--- config.mk ---
export PLATFORM = sky130hd
export DESIGN_NAME = vsc_seq
export DESIGN_NICKNAME = d
export VERILOG_FILES = /design/src/rtl/vsc_pkg.sv /design/src/rtl/vsc_first_set.sv /design/src/rtl/vsc_lane_mux.sv /design/src/rtl/vsc_seq.sv
export SDC_FILE = /design/constraint.sdc
export NUM_CORES = 2
export LEC_CHECK = 0
export ABC_CLOCK_PERIOD_IN_PS = 2840
export BUFFER_PORTS_ARGS = -buffer_cell sky130_fd_sc_hd__buf_2
export CAP_MARGIN = 20
export CORE_AREA = 2 2 501 503
export CTS_CLUSTER_DIAMETER = 100
export DETAILED_ROUTE_END_ITERATION = 10
export DIE_AREA = 0 0 503 505
export MAX_ROUTING_LAYER = met4
export PLACE_DENSITY = 0.53
export SYNTH_ARGS = -nofsm -noshare
export SYNTH_HDL_FRONTEND = slang
export SYNTH_SLANG_ARGS = --single-unit
--- constraint.sdc ---
create_clock -name clk -period 2.84 [get_ports clk]
set_input_delay 0.426 -clock clk [delete_from_list [all_inputs] [get_ports clk]]
set_output_delay 0.426 -clock clk [all_outputs]
set_load 0.01 [all_outputs]
--- src/rtl/vsc_pkg.sv ---
package vsc_pkg;
    typedef enum logic [1:0] {
        ST_IDLE  = 2'd0,
        ST_ISSUE = 2'd1,
        ST_WAIT  = 2'd2
    } vsc_state_e;

    localparam logic [1:0] VLEN_BAD = 2'd3;
endpackage

--- src/rtl/vsc_first_set.sv ---
module vsc_first_set #(
    parameter int W = 16,
    localparam int IW = $clog2(W)
) (
    input  logic [W-1:0]  vec,
    output logic          found,
    output logic [IW-1:0] idx
);
    always_comb begin
        found = |vec;
        idx   = '0;
        for (int i = W - 1; i >= 0; i--) begin
            if (vec[i]) idx = IW'(i);
        end
    end
endmodule

--- src/rtl/vsc_lane_mux.sv ---
module vsc_lane_mux #(
    parameter int VEC_BITS = 512,
    localparam int NE = VEC_BITS / 32,
    localparam int NQ = VEC_BITS / 64,
    localparam int EW = $clog2(NE)
) (
    input  logic [VEC_BITS-1:0] data_vec,
    input  logic [VEC_BITS-1:0] index_vec,
    input  logic                idx64,
    input  logic                dat64,
    input  logic [EW-1:0]       elem,
    output logic [63:0]         elem_data,
    output logic [63:0]         elem_index
);
    logic [31:0] d_dw [NE];
    logic [31:0] i_dw [NE];
    logic [63:0] d_qw [NQ];
    logic [63:0] i_qw [NQ];

    for (genvar g = 0; g < NE; g++) begin : g_dw
        assign d_dw[g] = data_vec[g*32 +: 32];
        assign i_dw[g] = index_vec[g*32 +: 32];
    end
    for (genvar g = 0; g < NQ; g++) begin : g_qw
        assign d_qw[g] = data_vec[g*64 +: 64];
        assign i_qw[g] = index_vec[g*64 +: 64];
    end

    logic [31:0] d_lo, i_lo;
    always_comb begin
        d_lo       = d_dw[elem];
        i_lo       = i_dw[elem];
        elem_data  = dat64 ? d_qw[elem[EW-2:0]] : {32'b0, d_lo};
        elem_index = idx64 ? i_qw[elem[EW-2:0]] : {{32{i_lo[31]}}, i_lo};
    end
endmodule

--- src/rtl/vsc_seq.sv ---
module vsc_seq #(
    parameter int VEC_BITS = 512,
    parameter int ADDR_W   = 32,
    localparam int NE = VEC_BITS / 32,
    localparam int EW = $clog2(NE),
    localparam int CW = EW + 1
) (
    input  logic                clk,
    input  logic                rst_n,
    input  logic                start,
    input  logic [VEC_BITS-1:0] req_data,
    input  logic [VEC_BITS-1:0] req_index,
    input  logic [NE-1:0]       req_mask,
    input  logic [1:0]          req_vlen,
    input  logic                req_idx64,
    input  logic                req_dat64,
    input  logic [2:0]          req_ksel,
    input  logic                req_zero,
    output logic [63:0]         agen_index,
    output logic [EW-1:0]       agen_elem,
    input  logic [ADDR_W-1:0]   agen_addr,
    output logic                wr_valid,
    input  logic                wr_ready,
    output logic [ADDR_W-1:0]   wr_addr,
    output logic [63:0]         wr_data,
    output logic                wr_size8,
    input  logic                rsp_valid,
    input  logic                rsp_fault,
    output logic                busy,
    output logic                done,
    output logic                fault,
    output logic [EW-1:0]       fault_elem,
    output logic                illegal,
    output logic [NE-1:0]       mask_out
);
    import vsc_pkg::*;

    typedef struct packed {
        vsc_state_e          st;
        logic [NE-1:0]       mask;
        logic [VEC_BITS-1:0] data;
        logic [VEC_BITS-1:0] index;
        logic [CW-1:0]       cnt;
        logic                idx64;
        logic                dat64;
        logic [EW-1:0]       cur;
        logic                done;
        logic                fault;
        logic [EW-1:0]       fe;
        logic                illegal;
    } seq_state_t;

    seq_state_t s_d, s_q;

    function automatic logic [NE-1:0] below(input logic [CW-1:0] c);
        logic [NE-1:0] l;
        for (int j = 0; j < NE; j++) l[j] = (j < int'(c));
        return l;
    endfunction

    logic [CW-1:0] req_cnt;
    logic          req_bad;
    logic [NE-1:0] live_mask;
    logic          any_live;
    logic [EW-1:0] next_elem;
    logic [63:0]   sel_data, sel_index;

    assign req_cnt = (req_idx64 | req_dat64) ? (CW'(2) << req_vlen) : (CW'(4) << req_vlen);
    assign req_bad = (req_ksel == 3'd0) | req_zero | (req_vlen == VLEN_BAD);
    assign live_mask = s_q.mask & below(s_q.cnt);

    vsc_first_set #(.W(NE)) u_first (
        .vec   (live_mask),
        .found (any_live),
        .idx   (next_elem)
    );

    vsc_lane_mux #(.VEC_BITS(VEC_BITS)) u_lane (
        .data_vec   (s_q.data),
        .index_vec  (s_q.index),
        .idx64      (s_q.idx64),
        .dat64      (s_q.dat64),
        .elem       (next_elem),
        .elem_data  (sel_data),
        .elem_index (sel_index)
    );

    always_comb begin
        s_d      = s_q;
        s_d.done = 1'b0;
        unique case (s_q.st)
            ST_IDLE: begin
                if (start) begin
                    s_d.fault   = 1'b0;
                    s_d.illegal = 1'b0;
                    s_d.fe      = '0;
                    if (req_bad) begin
                        s_d.illegal = 1'b1;
                        s_d.done    = 1'b1;
                        s_d.mask    = req_mask;
                    end else begin
                        s_d.data  = req_data;
                        s_d.index = req_index;
                        s_d.cnt   = req_cnt;
                        s_d.idx64 = req_idx64;
                        s_d.dat64 = req_dat64;
                        if ((req_mask & below(req_cnt)) == '0) begin
                            s_d.mask = '0;
                            s_d.done = 1'b1;
                        end else begin
                            s_d.mask = req_mask;
                            s_d.st   = ST_ISSUE;
                        end
                    end
                end
            end
            ST_ISSUE: begin
                if (!any_live) begin
                    s_d.mask = '0;
                    s_d.done = 1'b1;
                    s_d.st   = ST_IDLE;
                end else if (wr_ready) begin
                    s_d.cur = next_elem;
                    s_d.st  = ST_WAIT;
                end
            end
            ST_WAIT: begin
                if (rsp_valid) begin
                    if (rsp_fault) begin
                        s_d.fault = 1'b1;
                        s_d.fe    = s_q.cur;
                        s_d.done  = 1'b1;
                        s_d.st    = ST_IDLE;
                    end else begin
                        s_d.mask[s_q.cur] = 1'b0;
                        s_d.st            = ST_ISSUE;
                    end
                end
            end
            default: s_d.st = ST_IDLE;
        endcase
    end

    always_ff @(posedge clk) begin
        if (!rst_n) begin
            s_q <= '0;
        end else begin
            s_q <= s_d;
        end
    end

    assign agen_index = sel_index;
    assign agen_elem  = next_elem;
    assign wr_valid   = (s_q.st == ST_ISSUE) && any_live;
    assign wr_addr    = agen_addr;
    assign wr_data    = sel_data;
    assign wr_size8   = s_q.dat64;
    assign busy       = (s_q.st != ST_IDLE);
    assign done       = s_q.done;
    assign fault      = s_q.fault;
    assign fault_elem = s_q.fe;
    assign illegal    = s_q.illegal;
    assign mask_out   = s_q.mask;
endmodule

==> results.toml <==
[timing]
setup_tns_ns = -206.77
finClkSkew_ns = 0.02242
slew_headroom_pct = 43.47
rsz0062_at_grt = "true"
slew_viol_final = 0
fin_crit_ns = 4.602
fmax_mhz = 217.3
tightest_slew_ns = 0.8408
finalHoldViolCount = 0
setup_ws_ns = -1.762
min_period_over_period_pct = 162.1
finalSetupViolCount = 147

[min_path]
min_path_cells = 3
hp-class = "in2reg"
min_from = "req_data[421]"
holdPathEnd = "s_q[951]"

[global_routing]
grt_pass1_vias = 67742
grt_util_all_layers_pct = 29.44
grt_pass1_wl_um = 519200
grt-ovfl-total = 0
met1_usage_pct = 41.56
met3_usage_pct = 7.519
antenna_found_initial = 187
top_usage_layer = "met1"
use_met2_pct = 38.65
grt_max_degree = 112

[placement]
place_area_mm2 = 0.07297
place.port_buffers = 1211
dp_hpwl_um = 291000
dp.cells = 12613
gp_congestion = 1.058

[clock_tree]
cts_tree = "built"
path_clk_slew_ns = 0.07
clk_path_buf_depth = 3
clk_latency_ns = 0.82
cts.htree.levels = 4
cts_buffers = 142
cts_sinks = 1059
root_buffer = "clkbuf_16"

[die]
die-area_mm2 = 0.2540
die_h_um = 505
rows = 183
io_pins = 1276
start_util_pct = 23.12
die_x_um = 503
coreArea_mm2 = 0.2482

[worst_setup_path]
crit_fanout = 12
ff2ff_path_depth = 15
crit_type = "reg2out"
rrSetupSlack_ns = -0.10
cp.arrival_ns = 4.18
end_kind = "output port"
r2r_end = "mask_out[5]"
r2r_start = "s_q[17]"
cp-start-kind = "flip-flop"
worstPathRequired_ns = 2.41

[run_status]
status = "complete, but fails checks"
violations = "negative setup slack"

[synth]
avgSynthCellArea_um2 = 7.145
syn-cell-area_mm2 = 0.05737
async_flop_share_pct = 0
yosys_warnings = 0
synthCells = 8030
syn-num-nets = 9122
synth-edff-count = 0
ys_seq_area_share_pct = 36.95
synth-seq-cells = 1059
synth_cell_types = 80
ys.flop_type = "dfxtp_1"

[power_and_ir_drop]
p_int_mw = 31.59
p_switching_mw = 14.73
switching_share_pct = 31.80
clkPwrFrac_pct = 40.5
power.density_mw_per_mm2 = 490.1
max-vdd-ir-drop_mv = 0.6602
power.leakage_nw = 37.29
combPwrFrac_pct = 24.6
sequentialPowerShare_pct = 34.9

[layout]
final_nets = 11720
fin_cells = 14217
finalInstanceArea_mm2 = 0.09451
layout-drive-gt1-share_pct = 26.34
areaGrowthSynthToFinish_pct = 64.73

[flow_run]
maxCapViolCount = 0

[detailed_routing]
drc = 0
viasPerCell = 5.164
num_vias = 73412
ant_nets = 0
dr.pass1.iters = 8
first_iter_violations = 8524
wl_um = 390400
wl_per_cell_um = 27.46
routing by layer:
layer / part of all wire, % / wire, µm
met4: 5.0 / 19570
met3: 11 / 41540
met1: 46 / 178300
met2: 39 / 151000
met5: 0 / 0
synth_stat cells (5+ instances only):
cell type,count,share of area [%]
nand3_1,155,1.4
o32ai_1,8,0.12
buf_6,9,0.18
nor3_1,192,1.7
clkbuf_1,525,3.4
and3_1,145,1.6
o211ai_1,36,0.47
a31o_2,30,0.46
inv_1,10,0.065
dfxtp_1,1059,37
a311oi_1,48,0.73
o311ai_0,9,0.14
o311ai_1,15,0.23
a21oi_1,145,1.3
o21ai_1,5,0.044
nand4_1,24,0.26
o221ai_1,166,2.5
a21boi_0,1034,14
or3_1,59,0.64
mux2i_1,115,2.0
nor2_1,751,4.9
buf_2,135,1.2
a31oi_1,80,0.87
nor2b_1,19,0.21
o22ai_1,39,0.43
o31ai_1,33,0.43
a21o_1,33,0.43
o21ai_0,339,3.0
a21boi_1,10,0.13
a211oi_1,121,1.6
nand2_1,2456,16
buf_1,36,0.24
ha_1,6,0.13
buf_4,87,1.1
o311a_1,25,0.44
nand2b_1,6,0.065
kinds of logic after synthesis:
| group | count (synthesis) | share of synthesized area [%] |
|---|---|---|
| AO/OA/AOI/OAI | 2211 | 27.45 |
| AND/OR/NAND/NOR | 3831 | 27.16 |
| flip-flops | 1059 | 36.95 |
| adder cells (fa/ha/maj) | 6 | 0.1308 |
| multiplexers | 117 | 2.046 |
| buffers and inverters | 806 | 6.265 |
placed cells by master (no fill, tap or decap), types with 20 or more instances in the layout:
cell,n
nor3_2,21
buf_4,631
clkbuf_8,31
buf_16,39
mux2i_1,100
buf_6,137
a31oi_1,51
diode_2,151
nand3_2,20
a211oi_1,100
o21ai_1,43
or3_1,52
and3_1,136
nand2_1,2442
o221ai_1,138
o21ai_0,297
nand4_1,24
a211oi_2,20
clkbuf_1,21
buf_8,25
nand3_1,134
a31o_2,30
dlygate4sd3_1,1045
a21oi_1,125
a21boi_0,1030
clkbuf_16,180
buf_12,184
a21o_1,33
dfxtp_1,1048
o22ai_1,28
buf_2,1145
o211ai_1,36
nor3_1,159
nor2_1,739
a311oi_2,37
critical path: stages (launching register included):
cell and delay [ns]:
dfxtp_4 0.39, buf_12 0.12, or3b_4 0.39, o22ai_4 0.17, a31o_4 0.25, nand2_8 0.12
inv_16 0.10, buf_16 0.19, buf_12 0.14, buf_16 0.15, buf_16 0.15, a211oi_1 0.05
a31oi_1 0.19, buf_4 0.22, o22ai_2 0.10, a311oi_2 0.33, buf_4 0.23
metrics by stage:
stage	hold slack (ns)	power (mW)	worst slack [ns]	util, %
2_1_floorplan	0.4390	20.00	0.004421	-
3_3_place_gp	0.4457	24.85	-1.398	29.40
3_5_place_dp	0.4516	24.89	-1.378	29.40
4_1_cts	0.008398	45.61	-1.732	36.61
5_1_grt	0.02950	47.76	-1.802	38.05
6_report	0.07228	46.32	-1.762	38.08
flip-flops by register name, summed over array words and instances (netlist names):
signal	flops
fault_elem	4
fault	1
wr_size8	1
illegal	1
mask_out	16
s_q	1035
done	1
final cells by class:
class	count	area, µm²
fill	25594	153700
timing repair inverter	2	46.29
clock buffer	198	4159
antenna	151	377.9
timing repair buffer	3245	28620
multi-input combinational	6165	35210
tap	3330	4167
sequential	1059	21230
clock inverter	54	605.6
inverter	13	98.84
power by group through the flow:
| stage | Combinational, mW | Clock (mW) | Sequential [mW] |
|---|---|---|---|
| after floorplan | 3.85 | 0 | 16.2 |
| after global placement | 8.41 | 0 | 16.4 |
| after detailed placement | 8.46 | 0 | 16.4 |
| after CTS | 10.5 | 19.0 | 16.1 |
| after global routing | 11.9 | 19.6 | 16.2 |
| final | 11.4 | 18.8 | 16.2 |
what timing repair did:
item | in CTS | in global routing
hold endpoints to repair | 1038 | 0
hold buffers | 1045 | 0
setup endpoints to repair | 149 | 156
setup buffers | 51 | 61
resized for setup | 312 | 442
cloned | 23 | 34
pin swaps | 54 | 118
how the worst max path moves through the flow:
stage / from / to / slack [ns] / cells past startpoint
2_1_floorplan: s_q[14] / wr_data[3] / 0.004 / 11
3_3_place_gp: s_q[15] / wr_data[29] / -1.40 / 15
3_5_place_dp: s_q[15] / wr_data[29] / -1.38 / 15
4_1_cts: s_q[16] / wr_data[47] / -1.73 / 14
5_1_grt: s_q[17] / agen_index[25] / -1.80 / 16
6_report: s_q[17] / agen_index[21] / -1.76 / 16
Note: power is estimated with default switching activity, not from simulation.
